<file path="config.mk">
export PLATFORM = sky130hd
export DESIGN_NAME = wbuf_xfer_ctrl
export DESIGN_NICKNAME = d
export VERILOG_FILES = /design/src/rtl/wbx_pkg.sv /design/src/rtl/wbx_buffer.sv /design/src/rtl/wbx_seq.sv /design/src/rtl/wbuf_xfer_ctrl.sv
export SDC_FILE = /design/constraint.sdc
export NUM_CORES = 1
export LEC_CHECK = 0
export CORE_ASPECT_RATIO = 0.6
export CORE_MARGIN = 5
export CORE_UTILIZATION = 33
export CTS_CLUSTER_SIZE = 8
export DETAILED_ROUTE_END_ITERATION = 8
export GPL_TIMING_DRIVEN = 1
export PLACE_DENSITY = 0.77
export SLEW_MARGIN = 20
export SYNTH_ARGS = -nofsm -noshare
export SYNTH_HDL_FRONTEND = slang
export SYNTH_HIERARCHICAL = 1
export SYNTH_SLANG_ARGS = --single-unit
</file>
<file path="constraint.sdc">
create_clock -name clk -period 1.8 [get_ports clk]
set_clock_uncertainty 0.05 [all_clocks]
set_input_delay 0.18 -clock clk [delete_from_list [all_inputs] [get_ports clk]]
set_output_delay 0.18 -clock clk [all_outputs]
set_load 0.01 [all_outputs]
</file>
<file path="src/rtl/wbx_pkg.sv">
package wbx_pkg;

    localparam int WBX_DATA_W = 24;
    localparam int WBX_ADDR_W = 14;

    typedef logic [WBX_DATA_W-1:0] word_t;
    typedef logic [WBX_ADDR_W-1:0] addr_t;

    typedef enum logic {
        XFER_OUT = 1'b0,
        XFER_IN  = 1'b1
    } xdir_e;

    typedef enum logic [2:0] {
        S_IDLE,
        S_OUT_RD,
        S_OUT_FILL,
        S_IN_CHK,
        S_IN_WR,
        S_IN_CLR
    } seq_state_e;

    typedef struct packed {
        xdir_e dir;
        logic  intr;
        addr_t addr;
    } xcmd_t;

    typedef struct packed {
        logic rd;
        logic wr;
        logic fill;
        logic clr;
        logic done;
        logic busy;
    } seq_ctl_t;

    // A transfer may go ahead when synchronized by interrupt, or when the
    // buffer is in the state the direction needs.
    function automatic logic may_proceed(xdir_e dir, logic intr, logic full);
        if (intr)
            return 1'b1;
        return (dir == XFER_OUT) ? !full : full;
    endfunction

endpackage

</file>
<file path="src/rtl/wbx_buffer.sv">
module wbx_buffer
    import wbx_pkg::*;
(
    input  logic  clk,
    input  logic  rst,
    input  logic  dev_load,
    input  word_t dev_data,
    input  logic  dev_unload,
    input  logic  proc_fill,
    input  word_t proc_data,
    input  logic  proc_clr,
    output word_t data,
    output logic  full
);

    word_t nxt_data;
    logic  nxt_full;

    // Removals are applied first, then fills, so no word is lost.
    always_comb begin
        nxt_data = data;
        nxt_full = full;
        if (dev_unload)
            nxt_full = 1'b0;
        if (proc_clr) begin
            nxt_full = 1'b0;
            nxt_data = '0;
        end
        if (dev_load) begin
            nxt_full = 1'b1;
            nxt_data = dev_data;
        end
        if (proc_fill) begin
            nxt_full = 1'b1;
            nxt_data = proc_data;
        end
    end

    always_ff @(posedge clk) begin
        if (rst) begin
            data <= '0;
            full <= 1'b0;
        end else begin
            data <= nxt_data;
            full <= nxt_full;
        end
    end

    p_clear_empties_r7: assert property (@(posedge clk) disable iff (rst)
        (proc_clr && !dev_load) |=> (!full && data == '0));

    p_load_beats_clear_r9: assert property (@(posedge clk) disable iff (rst)
        (proc_clr && dev_load) |=> (full && data == $past(dev_data)));

    p_fill_beats_unload_r9: assert property (@(posedge clk) disable iff (rst)
        proc_fill |=> (full && data == $past(proc_data)));

    p_unload_keeps_data_r10: assert property (@(posedge clk) disable iff (rst)
        (dev_unload && !dev_load && !proc_fill && !proc_clr) |=> (!full && $stable(data)));

endmodule

</file>
<file path="src/rtl/wbx_seq.sv">
module wbx_seq
    import wbx_pkg::*;
(
    input  logic     clk,
    input  logic     rst,
    input  logic     cmd_valid,
    input  xcmd_t    cmd,
    input  logic     buf_full,
    output seq_ctl_t ctl,
    output addr_t    xaddr
);

    seq_state_e state, nxt_state;
    xcmd_t      cur;
    logic       go;

    assign go = may_proceed(cur.dir, cur.intr, buf_full);

    always_comb begin
        nxt_state = state;
        case (state)
            S_IDLE:     if (cmd_valid)
                            nxt_state = (cmd.dir == XFER_OUT) ? S_OUT_RD : S_IN_CHK;
            S_OUT_RD:   if (go) nxt_state = S_OUT_FILL;
            S_OUT_FILL: nxt_state = S_IDLE;
            S_IN_CHK:   if (go) nxt_state = S_IN_WR;
            S_IN_WR:    nxt_state = S_IN_CLR;
            S_IN_CLR:   nxt_state = S_IDLE;
            default:    nxt_state = S_IDLE;
        endcase
    end

    always_ff @(posedge clk) begin
        if (rst) begin
            state <= S_IDLE;
            cur   <= '0;
        end else begin
            state <= nxt_state;
            if (state == S_IDLE && cmd_valid)
                cur <= cmd;
        end
    end

    always_comb begin
        ctl      = '0;
        ctl.busy = (state != S_IDLE);
        ctl.rd   = (state == S_OUT_RD) && go;
        ctl.fill = (state == S_OUT_FILL);
        ctl.wr   = (state == S_IN_WR);
        ctl.clr  = (state == S_IN_CLR);
        ctl.done = ctl.fill || ctl.clr;
    end

    assign xaddr = cur.addr;

    p_accept_r2: assert property (@(posedge clk) disable iff (rst)
        (state == S_IDLE && cmd_valid) |=> ctl.busy);

    p_out_waits_r3: assert property (@(posedge clk) disable iff (rst)
        (state == S_OUT_RD && !cur.intr && buf_full) |=> (state == S_OUT_RD));

    p_read_then_done_r4: assert property (@(posedge clk) disable iff (rst)
        ctl.rd |=> ctl.done);

    p_in_waits_r5: assert property (@(posedge clk) disable iff (rst)
        (state == S_IN_CHK && !cur.intr && !buf_full) |=> (state == S_IN_CHK));

    p_write_then_done_r6: assert property (@(posedge clk) disable iff (rst)
        ctl.wr |=> (ctl.done && !ctl.wr));

    p_rd_wr_excl_r11: assert property (@(posedge clk) disable iff (rst)
        !(ctl.rd && ctl.wr));

    p_done_pulse_r12: assert property (@(posedge clk) disable iff (rst)
        ctl.done |=> !ctl.done);

    p_done_in_stall_r12: assert property (@(posedge clk) disable iff (rst)
        ctl.done |-> ctl.busy);

endmodule

</file>
<file path="src/rtl/wbuf_xfer_ctrl.sv">
module wbuf_xfer_ctrl
    import wbx_pkg::*;
(
    input  logic                  clk,
    input  logic                  rst,
    input  logic                  cmd_valid,
    input  logic                  cmd_dir,
    input  logic                  cmd_intr,
    input  logic [WBX_ADDR_W-1:0] cmd_addr,
    output logic                  stall,
    output logic                  done,
    output logic [WBX_ADDR_W-1:0] mem_addr,
    output logic                  mem_rd_en,
    input  logic [WBX_DATA_W-1:0] mem_rdata,
    output logic                  mem_wr_en,
    output logic [WBX_DATA_W-1:0] mem_wdata,
    input  logic                  dev_load,
    input  logic [WBX_DATA_W-1:0] dev_data,
    input  logic                  dev_unload,
    output logic [WBX_DATA_W-1:0] buf_data,
    output logic                  buf_full
);

    xcmd_t    cmd;
    seq_ctl_t ctl;
    addr_t    xaddr;
    word_t    bdata;
    logic     bfull;

    assign cmd.dir  = xdir_e'(cmd_dir);
    assign cmd.intr = cmd_intr;
    assign cmd.addr = cmd_addr;

    wbx_seq i_seq (
        .clk       (clk),
        .rst       (rst),
        .cmd_valid (cmd_valid),
        .cmd       (cmd),
        .buf_full  (bfull),
        .ctl       (ctl),
        .xaddr     (xaddr)
    );

    wbx_buffer i_buf (
        .clk        (clk),
        .rst        (rst),
        .dev_load   (dev_load),
        .dev_data   (dev_data),
        .dev_unload (dev_unload),
        .proc_fill  (ctl.fill),
        .proc_data  (mem_rdata),
        .proc_clr   (ctl.clr),
        .data       (bdata),
        .full       (bfull)
    );

    assign stall     = ctl.busy;
    assign done      = ctl.done;
    assign mem_addr  = xaddr;
    assign mem_rd_en = ctl.rd;
    assign mem_wr_en = ctl.wr;
    assign mem_wdata = bdata;
    assign buf_data  = bdata;
    assign buf_full  = bfull;

    p_write_needs_stall_r11: assert property (@(posedge clk) disable iff (rst)
        (mem_rd_en || mem_wr_en) |-> stall);

    p_write_clears_buffer_r7: assert property (@(posedge clk) disable iff (rst)
        (mem_wr_en && !dev_load) |-> ##2 (!buf_full || $past(dev_load)));

endmodule

</file>
==> Word level (Yosys, flattened, before mapping) <==
Cells that the tools add are included.
{ "totals": {"inputBits": 69, "output_inout_bits": 67, "wordCells": 39, "register_bits": 44} }
{ "classes": {"muxes": 16, "n_reduce_logical": 9, "eq_ne": 8} }
{ "op_table": {"columns": ["cell", "n"], "rows": [
  ["$mux 24", 3],
  ["$pmux 3 s4", 1],
  ["$mux 3", 3],
  ["$mux 1", 8],
  ["$eq 3x2->1 const B", 2],
  ["$eq 3x3->1 const B", 2],
  ["$reduce_bool 3->1", 2],
  ["$ne 2x1->1 const B", 2],
  ["$reduce_bool 4->1", 1],
  ["$eq 3x1->1 const B", 1],
  ["$logic_not 3->1", 1],
  ["$reduce_and 3->1", 1],
  ["$logic_and 1x1->1", 2],
  ["$mux 2", 1],
  ["$ne 2x2->1 const B", 1],
  ["$logic_not 1->1", 1],
  ["$logic_or 1x1->1", 1]
]} }

==> Depth between registers and ports, before layout <==
{ "depth": {"ltp_word": 5, "mapped_depth": 7, "ltp_nobuf": 5} }

==> By module <==
The synthesis kept the hierarchy.
{ "by_module_without_submodules": {"columns": ["module", "instances", "seq_area_each_um2", "cells_per_inst", "area_each_um2"], "rows": [
  ["wbx_buffer", 1, 500.5, 121, 1072.3],
  ["wbx_seq", 1, 380.4, 112, 898.4],
  ["wbuf_xfer_ctrl", 1, 0.0, 24, 180.2]
]} }

==> Worst setup path after synthesis <==
No wires, ideal clock.
{ "synth_timing": {"path_type": "flip-flop to flip-flop", "startpoint": "register i_seq.state[1]", "endpoint": "register i_buf.data[0]", "path_buffers": 2, "arrival_time_ns": 1.554, "period_less_slack_ns": 1.736, "slack_ns": 0.064, "setup_ns": 0.132, "stages_incl_launch_ff": 8, "required_time_ns": 1.618, "cell_sequence": "dfxtp_1 and2b_2 and2_1 or3_1 buf_4 buf_6 nor2_1 nor3_1"} }
{ "synth_rtl": {"columns": ["element", "line_no", "text"], "rows": [
  ["start, declared", "wbx_seq.sv:13", "seq_state_e state, nxt_state;"],
  ["start signal, assigned", "wbx_seq.sv:38", "state <= nxt_state;"],
  ["end signal, assigned", "wbx_buffer.sv:44", "data <= nxt_data;"],
  ["end, declared", "wbx_buffer.sv:12", "output word_t data,"]
]} }

==> Final worst setup path <==
{ "layout_timing": {"startpoint": "register i_seq.state[2]", "endpoint": "output port stall"} }
{ "layout_between": {"elab_chain_len": 1} }
{ "layout_rtl": {"columns": ["element", "line_no", "text"], "rows": [
  ["$reduce_bool 3->1", "wbx_seq.sv:46", "ctl.busy = (state != S_IDLE);"],
  ["end, declared", "wbuf_xfer_ctrl.sv:10", "output logic stall,"]
]} }
No other way between the ends.

==> flow_metrics.tcl <==
set metrics [dict create \
    dpl.hpwl_mm 5.16 \
    first_global_vias 2048 \
    wire_per_inst_um 14.9 \
    die-width_um 114 \
    floorplan.initialDensity_pct 34.6 \
    setup.worst_path.end_class "primary output" \
    crit_type "reg2out" \
    cts_buffers 5 \
    path_max_fanout 6 \
    rsz0062_at_grt "false" \
    dp_slack_ns 0.0970 \
    cts_sinks 44 \
    yosys.area.top_type "dfxtp_1" \
    max-slew-margin-rel_pct 71.8 \
    fp.dieArea_mm2 0.00829 \
    final_max_slew_viol_count 0 \
    clk_latency_ns 0.28 \
    synth_area_leaders "dfxtp_1 (41%), buf_4 (14%), a221oi_1 (8.6%), nand2_1 (6.1%), nor3_1 (5.4%)" \
    synth_cells 257 \
    ys_types 31 \
    yosysWarnings 6 \
    fp-row-count 22 \
    synth_nets 326 \
    fin_crit_ns 1.72 \
    drive_gt1_share_pct 10.4 \
    fin_tns_setup_ns 0 \
    layout_setup_ws_ns 0.0829 \
    p_leak_nw 1.30 \
    ios 136 \
    antenna_found_initial 0 \
    synth_seq_cells 44 \
    final-hold-violation-count 0 \
    cp-start-kind "flop" \
    fmax_mhz 582 \
    route.detailed.drc 0 \
    cp.arrival_ns 1.49 \
    grt_pass1_wl_mm 10.3 \
    drtPass1Iterations 6 \
    cts_tree "built" \
    setup_violations 0 \
    vias 2134 \
    yosysSeqAreaShare_pct 41.0 \
    nFillCells 591 \
    post-cts-setup-buffers 0 \
    area_growth_pct 61.0 \
    gp_congestion 0.799 \
    peakVddDrop_uv 300 \
    grt_max_degree 27 \
    htree_levels 2 \
    cp.required_ns 1.57 \
    core_area_mm2 0.00622 \
    numPortBuffers 135 \
    p_per_area_mw_per_mm2 741 \
    min_path_type "in2reg" \
    postRouteAntennaNets 0 \
    min_period_over_period_pct 95.4 \
    outcome "finished clean" \
    path_cells "buf_4, inv_1, nand2_1, clkdlybuf4s50_1" \
    holdWs_ns 0.262 \
    synth_top_area_share_pct 41.0 \
    cpPeakStageDelay_ns 0.53 \
    synth_area_mm2 0.00215 \
    vias_per_cell 4.84 \
    grt_usage_pct 15.3 \
    grt-ovfl-total 0 \
    register_area_um2 885 \
    cap_violations 0 \
    syn_avg_cell_area_um2 8.37 \
    die_y_um 72.5 \
    wl_mm 6.58 \
    dr.first_iter.drc_count 109 \
    antennaDiodeCount 0 \
    worst_pin_slew_ns 0.423 \
    multi_input_area_um2 883 \
    clock-root-buffer "clkbuf_8" \
    cp_slowest_cell "clkdlybuf4s50_1" \
    clkTransAtPathRegs_ns 0.07 \
    clk_path_buf_depth 2 \
    nets 426 \
]
Yosys cell counts (all sizes together):
library cell	number
buf	51
dfxtp	44
nand2	37
nor2	28
nor3	23
a221oi	21
a21oi	19
clkbuf	6
a311oi	3
inv	3
nand2b	3
or3	3
nand3b	2
o21ai	2
a2111oi	1
a211oi	1
and2	1
and2b	1
nand3	1
nor2b	1
nor3b	1
nor4b	1
o2111ai	1
or2	1
or4b	1
xnor2	1
routing by layer:
metal	vias up	wire, um	GRT usage (%)	share of wire [%]
met5	-	0	0	0
met4	0	34	3.29	0.52
met3	2	519	4.33	7.9
met2	83	2990	24.2	45
met1	1000	3040	20.8	46
li1	1049	-	-	-
layout by cell type (no fill, tap or decap), drive strengths merged, types with 2 or more instances in the layout:
master and n:
clkbuf 7, buf 16, nand2b 3, nor3 23, nor2 28, a221oi 21, a311oi 3, a21oi 19
nand2 37, clkdlybuf4s50 131, o21ai 2, nand3b 2, dfxtp 44, or3 3, dlygate4sd2 2, inv 3
power breakdown:
| part | switching [mW] | leakage (nW) | total [mW] | internal [mW] |
|---|---|---|---|---|
| sequential | 0.0659 | 0.364 | 1.13 | 1.06 |
| combinational | 0.359 | 0.893 | 0.872 | 0.513 |
| clock | 0.301 | 0.0410 | 0.565 | 0.264 |
kinds of logic (layout without fill, tap and decap cells):
logic type / after synthesis / in the layout / synth area share, %
compound gates: 48 / 48 / 16.4
xor+xnor: 1 / 1 / 0.407
buf+inv: 60 / 160 / 19.4
flops: 44 / 44 / 41.0
simple gates: 104 / 104 / 22.8
layout make-up:
| class | instances | area share (%) |
|---|---|---|
| well taps | 84 | 3.03 |
| inverters | 3 | 0.325 |
| repair buffers | 150 | 43.4 |
| clock buffers | 6 | 2.10 |
| multi-input cells | 153 | 25.5 |
| flip-flops and latches | 44 | 25.5 |
| clock inverters | 1 | 0.145 |
flip-flops by register name, summed over array words and instances, names as in the netlist:
name,cells
i_seq/cur,2
i_buf/data,24
i_seq/xaddr,14
i_seq/state,3
i_buf/full,1
stage by stage:
step	instance area (um^2)	power (mW)	std cells	utilization [%]
3_3_place_gp	3370	2.01	434	54.1
2_1_floorplan	2150	1.60	257	-
3_5_place_dp	3370	2.02	434	54.1
4_1_cts	3460	2.61	441	55.6
5_1_grt	3460	2.73	441	55.7
6_report	3460	2.57	441	55.7
final timing paths:
path | to | depth (start not counted) | slack [ns] | from
max reg2reg | i_buf/data[23]$_SDFFE_PP0P_ | 7 | 0.19 | i_seq/state[1]$_SDFFE_PP0P_
max | stall | 4 | 0.08 | i_seq/state[2]$_SDFFE_PP0P_
min reg2reg | i_seq/xaddr[11]$_SDFFE_PP0P_ | 2 | 0.40 | i_seq/xaddr[11]$_SDFFE_PP0P_
min | i_buf/full$_SDFFE_PP0P_ | 2 | 0.26 | rst
critical path, delay by kind of cell, from the launching register on:
kind,cells,cell delay (ns)
buf+inv,3,0.76
flops,1,0.39
simple gates,1,0.06
repair_timing:
| item | 4_1_cts | 5_1_grt |
|---|---|---|
| gates resized for setup | 7 | 5 |
| endpoints found under the setup margin | 4 | 4 |
| hold buffers | 0 | 0 |
Power figures use the tool's default switching activity.
